<file path="src/rtl/hpf_pkg.sv">
package hpf_pkg;
  // host handshake sequence, one step per clock
  typedef enum logic [1:0] {
    HS_IDLE = 2'd0,  // waiting for a read with buffered data
    HS_STB  = 2'd1,  // data strobe low, ready still low
    HS_RDY  = 2'd2,  // ready high, data strobe low
    HS_HOLD = 2'd3   // ready high, data strobe released
  } hs_state_e;
endpackage

</file>
<file path="src/rtl/hpf_sync.sv">
module hpf_sync #(
  parameter int W = 3
) (
  input  logic         clk,
  input  logic         rst,
  input  logic [W-1:0] d_async,
  output logic [W-1:0] d_sync
);
  logic [W-1:0] stage1;
  logic [W-1:0] stage2;

  // inactive-high strobes: reset to ones
  for (genvar b = 0; b < W; b++) begin : g_bit
    always_ff @(posedge clk) begin
      if (rst) begin
        stage1[b] <= 1'b1;
        stage2[b] <= 1'b1;
      end else begin
        stage1[b] <= d_async[b];
        stage2[b] <= stage1[b];
      end
    end
  end

  assign d_sync = stage2;
endmodule

</file>
<file path="src/rtl/hpf_host_seq.sv">
module hpf_host_seq
  import hpf_pkg::*;
#(
  parameter int DW = 32
) (
  input  logic          clk,
  input  logic          rst,
  input  logic          rd_act,
  input  logic          buf_vld,
  input  logic [DW-1:0] buf_word,
  output logic          rdy,
  output logic          dstb_n,
  output logic [DW-1:0] data,
  output logic          want,
  output logic          done
);
  hs_state_e st;

  // a read that has reached ready and is now released is consumed
  assign done = !rd_act && (st == HS_RDY || st == HS_HOLD);
  // a read waiting in idle with nothing buffered asks for a fetch
  assign want = rd_act && (st == HS_IDLE) && !buf_vld;

  always_ff @(posedge clk) begin
    if (rst) begin
      st     <= HS_IDLE;
      rdy    <= 1'b0;
      dstb_n <= 1'b1;
      data   <= '0;
    end else begin
      case (st)
        HS_IDLE: begin
          if (rd_act && buf_vld) begin
            st     <= HS_STB;
            dstb_n <= 1'b0;
            data   <= buf_word;
          end
        end
        HS_STB: begin
          if (!rd_act) begin
            st     <= HS_IDLE;
            dstb_n <= 1'b1;
          end else begin
            st  <= HS_RDY;
            rdy <= 1'b1;
          end
        end
        HS_RDY: begin
          dstb_n <= 1'b1;
          if (!rd_act) begin
            st  <= HS_IDLE;
            rdy <= 1'b0;
          end else begin
            st <= HS_HOLD;
          end
        end
        default: begin
          if (!rd_act) begin
            st  <= HS_IDLE;
            rdy <= 1'b0;
          end
        end
      endcase
    end
  end
endmodule

</file>
<file path="src/rtl/hpf_fetch.sv">
module hpf_fetch #(
  parameter int AW = 16,
  parameter int DW = 32
) (
  input  logic          clk,
  input  logic          rst,
  input  logic          blk_mode,
  input  logic          addr_load,
  input  logic [AW-1:0] addr_in,
  input  logic          want,
  input  logic          done,
  input  logic          wr_act,
  input  logic          mem_ack,
  input  logic [DW-1:0] mem_rdata,
  output logic          mem_req,
  output logic [AW-1:0] mem_addr,
  output logic          buf_vld,
  output logic [DW-1:0] buf_word
);
  localparam logic [AW-1:0] ADDR_STEP = AW'(1);

  logic [AW-1:0] addr_q;
  logic          pend_q;
  logic          vld_q;
  logic [DW-1:0] word_q;

  always_ff @(posedge clk) begin
    if (rst) begin
      addr_q <= '0;
      pend_q <= 1'b0;
      vld_q  <= 1'b0;
      word_q <= '0;
    end else if (addr_load) begin
      addr_q <= addr_in;
      pend_q <= 1'b0;
      vld_q  <= 1'b0;
    end else if (blk_mode && wr_act) begin
      // cancel fetch in flight and drop buffered word
      pend_q <= 1'b0;
      vld_q  <= 1'b0;
    end else if (pend_q && mem_ack) begin
      word_q <= mem_rdata;
      vld_q  <= 1'b1;
      pend_q <= 1'b0;
      addr_q <= addr_q + ADDR_STEP;
    end else if (done) begin
      vld_q <= 1'b0;
      if (blk_mode) pend_q <= 1'b1;
    end else if (want && !vld_q && !pend_q) begin
      pend_q <= 1'b1;
    end
  end

  assign mem_req  = pend_q;
  assign mem_addr = addr_q;
  assign buf_vld  = vld_q;
  assign buf_word = word_q;
endmodule

</file>
<file path="src/rtl/hpf_blockread_ctrl.sv">
module hpf_blockread_ctrl #(
  parameter int AW = 16,
  parameter int DW = 32
) (
  input  logic          clk,
  input  logic          rst,
  input  logic          blk_mode,
  input  logic          addr_load,
  input  logic [AW-1:0] addr_in,
  input  logic          host_cs_n,
  input  logic          host_rd_n,
  input  logic          host_wr_n,
  output logic          host_rdy,
  output logic          host_dstb_n,
  output logic [DW-1:0] host_data,
  output logic          mem_req,
  output logic [AW-1:0] mem_addr,
  input  logic          mem_ack,
  input  logic [DW-1:0] mem_rdata
);
  localparam int NSTROBE = 3;

  logic [NSTROBE-1:0] strb_s;
  logic               rd_act;
  logic               wr_act;
  logic               want;
  logic               done;
  logic               buf_vld;
  logic [DW-1:0]      buf_word;

  hpf_sync #(.W(NSTROBE)) u_sync (
    .clk     (clk),
    .rst     (rst),
    .d_async ({host_wr_n, host_rd_n, host_cs_n}),
    .d_sync  (strb_s)
  );

  assign rd_act = !strb_s[0] && !strb_s[1];
  assign wr_act = !strb_s[0] && !strb_s[2];

  hpf_host_seq #(.DW(DW)) u_seq (
    .clk      (clk),
    .rst      (rst),
    .rd_act   (rd_act),
    .buf_vld  (buf_vld),
    .buf_word (buf_word),
    .rdy      (host_rdy),
    .dstb_n   (host_dstb_n),
    .data     (host_data),
    .want     (want),
    .done     (done)
  );

  hpf_fetch #(.AW(AW), .DW(DW)) u_fetch (
    .clk       (clk),
    .rst       (rst),
    .blk_mode  (blk_mode),
    .addr_load (addr_load),
    .addr_in   (addr_in),
    .want      (want),
    .done      (done),
    .wr_act    (wr_act),
    .mem_ack   (mem_ack),
    .mem_rdata (mem_rdata),
    .mem_req   (mem_req),
    .mem_addr  (mem_addr),
    .buf_vld   (buf_vld),
    .buf_word  (buf_word)
  );
endmodule

</file>
<file path="config.mk">
export PLATFORM = sky130hd
export DESIGN_NAME = hpf_blockread_ctrl
export DESIGN_NICKNAME = d
export VERILOG_FILES = /design/src/rtl/hpf_pkg.sv /design/src/rtl/hpf_sync.sv /design/src/rtl/hpf_host_seq.sv /design/src/rtl/hpf_fetch.sv /design/src/rtl/hpf_blockread_ctrl.sv
export SDC_FILE = /design/constraint.sdc
export NUM_CORES = 1
export LEC_CHECK = 0
export ABC_AREA = 0
export CORE_UTILIZATION = 35
export CTS_CLUSTER_DIAMETER = 40
export DETAILED_ROUTE_END_ITERATION = 7
export PLACE_DENSITY_LB_ADDON = 0.1
export SYNTH_ARGS = -nofsm -noshare
export SYNTH_HDL_FRONTEND = slang
export SYNTH_SLANG_ARGS = --single-unit
</file>
<file path="constraint.sdc">
create_clock -name clk -period 2 [get_ports clk]
set_input_delay 0.4 -clock clk [delete_from_list [all_inputs] [get_ports clk]]
set_output_delay 0.4 -clock clk [all_outputs]
set_load 0.02 [all_outputs]
</file>
==> metrics.cfg <==
[outcome]
status=finished, final reports clean

[route]
drt_first_pass_iters=4
routed_via_density=4.77
drc=0
drtAntennaViolNets=0
vias=3163
routed_wl_um=8700
wl_per_cell_um=13.1
drtIter0Drc=89

[critical_path]
crit_slowest_cell=clkdlybuf4s50_1
crit_chain=clkdlybuf4s50_1
crit_family=buffers and inverters
start_kind=register
crit_path_start=u_fetch.mem_addr[9]
reg2reg_from=u_seq.st[1]
path_buf_inv=1
setup.reg_to_reg.worst_slack_ps=300
crit_fanout=8
r2r_cells=6
cp.arrival_ps=1500
end_kind=output pin
required_ps=1600
r2r-end=u_seq.st[0]
cp_slowest_stage_delay_ps=660
worstSetupPathType=register to output pin

[min_path]
min-delay-start=rst
holdCritPathClass=primary input to register
hold_depth=2
hold_end=u_fetch.mem_addr[8]

[pwr]
p_total_mw=3.52
vdd_drop_max_uv=351
cellLeakagePower_nw=1.79
power_density_nw_per_um2=665

[global_route]
use_met1_pct=21.2
grt_max_degree=51
grt_pass1_vias=3021
grt_use_total_pct=16.6
gr-total-overflow=0
antenna_found_initial=0
busiest_layer=met2
grt_first_pass_wirelength_um=14700
met2_usage_pct=25.8
met3_usage_pct=4.60

[clocking]
cts_tree=done
cts_sinks=92
cts_root_buffer=clkbuf_8
clk_pin_slew_ps=90
cts_resized=0
post_cts.repair.setup_buffers=0
ctsHtreeMaxLevel=3
clock_latency_ps=370
clk_path_buf_depth=2
hold_buffers=0
cts-buffers-inserted=9

[yosys]
seq_area_frac_synth_pct=48.7
synth.distinct_cells=47
synth_nets=474
syn_area_um2=3780
ys_seq_elements=92
synth_area_leaders=dfxtp_1 (49%), mux2i_1 (9.3%), nand2_1 (7.3%), nor2_1 (5.2%), a21oi_1 (4.5%)
synth_flop_cell=dfxtp_1
postSynth.asyncResetShare_pct=0
synth_warnings=0
yosys.area.top_type_share_pct=48.7
syn_area_per_cell_um2=9.17
synth_edf_count=0
synth_cells=412
yosysTopAreaCell=dfxtp_1

[placement]
hpwl_um=6090
placed_area_um2=5090
io_buffer_count=106
gp_congestion=0.830
dp_slack_ps=-89.7

[timing]
setup_viol=0
fmax_ghz=0.527
fin_ws_ps=104
slew_violations=0
layout_min_cycle_time_ps=1900
relSlewSlack_pct=75.9
hold_viol=0
max_slew.worst_pin.slew_ps=357
tns_ps=0
post-route-period-util_pct=94.8
fin_skew_ps=11.8
grt_setup_unrepaired=false

[cells_and_area]
regArea_um2=1840
fillers=1012
final_area_um2=5290
mostFrequentLayoutCell=clkdlybuf4s50_1
area_delta_synth_final_pct=40.1
final_util_pct=50.8
n_antenna_cell=0
final_cell_mix=clkdlybuf4s50_1 (105), dfxtp_1 (92), nand2_1 (73)
multi_input_area_um2=1790
final_nets=584
drive_gt1_share_pct=10.8

[floorplanning]
dieArea_um2=11200
fp.coreArea_um2=10400
die_w_um=106
die_h_um=106
io_pins=107
rows=37
start_util_pct=36.3

[job]
cap_violations=0

## cell usage after synthesis, types with 6 or more instances
cell,n
nor2_1,52
xnor2_1,8
ha_1,6
clkbuf_1,15
mux2i_1,35
nand2_1,73
a211oi_1,9
dfxtp_1,92
a21oi_1,34
inv_1,10
nor3_1,6
or2_2,7
## where the power goes
group          internal (mW)  leakage (nW)  switching, mW
Combinational          0.201         0.940          0.145
Clock                  0.584         0.100          0.686
Sequential              1.87         0.747         0.0411
Total                   2.65          1.79          0.872
## metrics by stage
step           instances  hold WS (ps)
6_report             663           408
5_1_grt              663           407
4_1_cts              663           391
3_5_place_dp         647           392
3_3_place_gp         647           393
2_1_floorplan        412           389
## worst register-to-register path, delay by kind of cell (launching register included)
kind | cells | cell delay, ps
simple gates | 2 | 410
mux | 1 | 210
flops | 1 | 420
fa+ha+maj | 1 | 230
buf+inv | 1 | 110
compound gates | 1 | 210
## cells by family after synthesis
logic type	Yosys count	synth area share [%]
buffers and inverters	35	4.11
XOR/XNOR	8	1.85
flip-flops	92	48.7
multiplexers	35	9.27
adder cells (fa/ha/maj)	6	1.99
AO/OA/AOI/OAI	64	10.9
AND/OR/NAND/NOR	172	23.2
## registers in the layout, summed over array words and instances, names as in the netlist
signal	cells
u_seq.dstb_n	1
u_fetch.mem_req	1
u_fetch.mem_addr	16
u_seq.st	2
u_fetch.buf_vld	1
u_seq.data	32
u_fetch.buf_word	32
u_sync.stage1	3
u_seq.rdy	1
u_sync.d_sync	3
## area by class of cell
cell class | count | area share, %
Clock buffer | 9 | 2.34
Multi-Input combinational cell | 285 | 33.8
Clock inverter | 7 | 1.39
Inverter | 10 | 0.709
Tap cell | 136 | 3.22
Timing Repair Buffer | 124 | 23.7
Sequential cell | 92 | 34.8
## metal layers
metal | routed length (um) | up-vias
met3 | 556 | 12
met4 | 172 | 0
li1 | - | 1618
met1 | 4080 | 1454
met2 | 3890 | 79
met5 | 0 | -
## worst max path at each step
stage,to,cells after the start
2_1_floorplan,u_fetch.mem_addr[14],5
3_3_place_gp,u_fetch.mem_addr[14],6
3_5_place_dp,u_fetch.mem_addr[14],6
4_1_cts,mem_addr[9],1
5_1_grt,mem_addr[5],1
6_report,mem_addr[9],1
No activity file was read; power rests on OpenSTA's default activity.
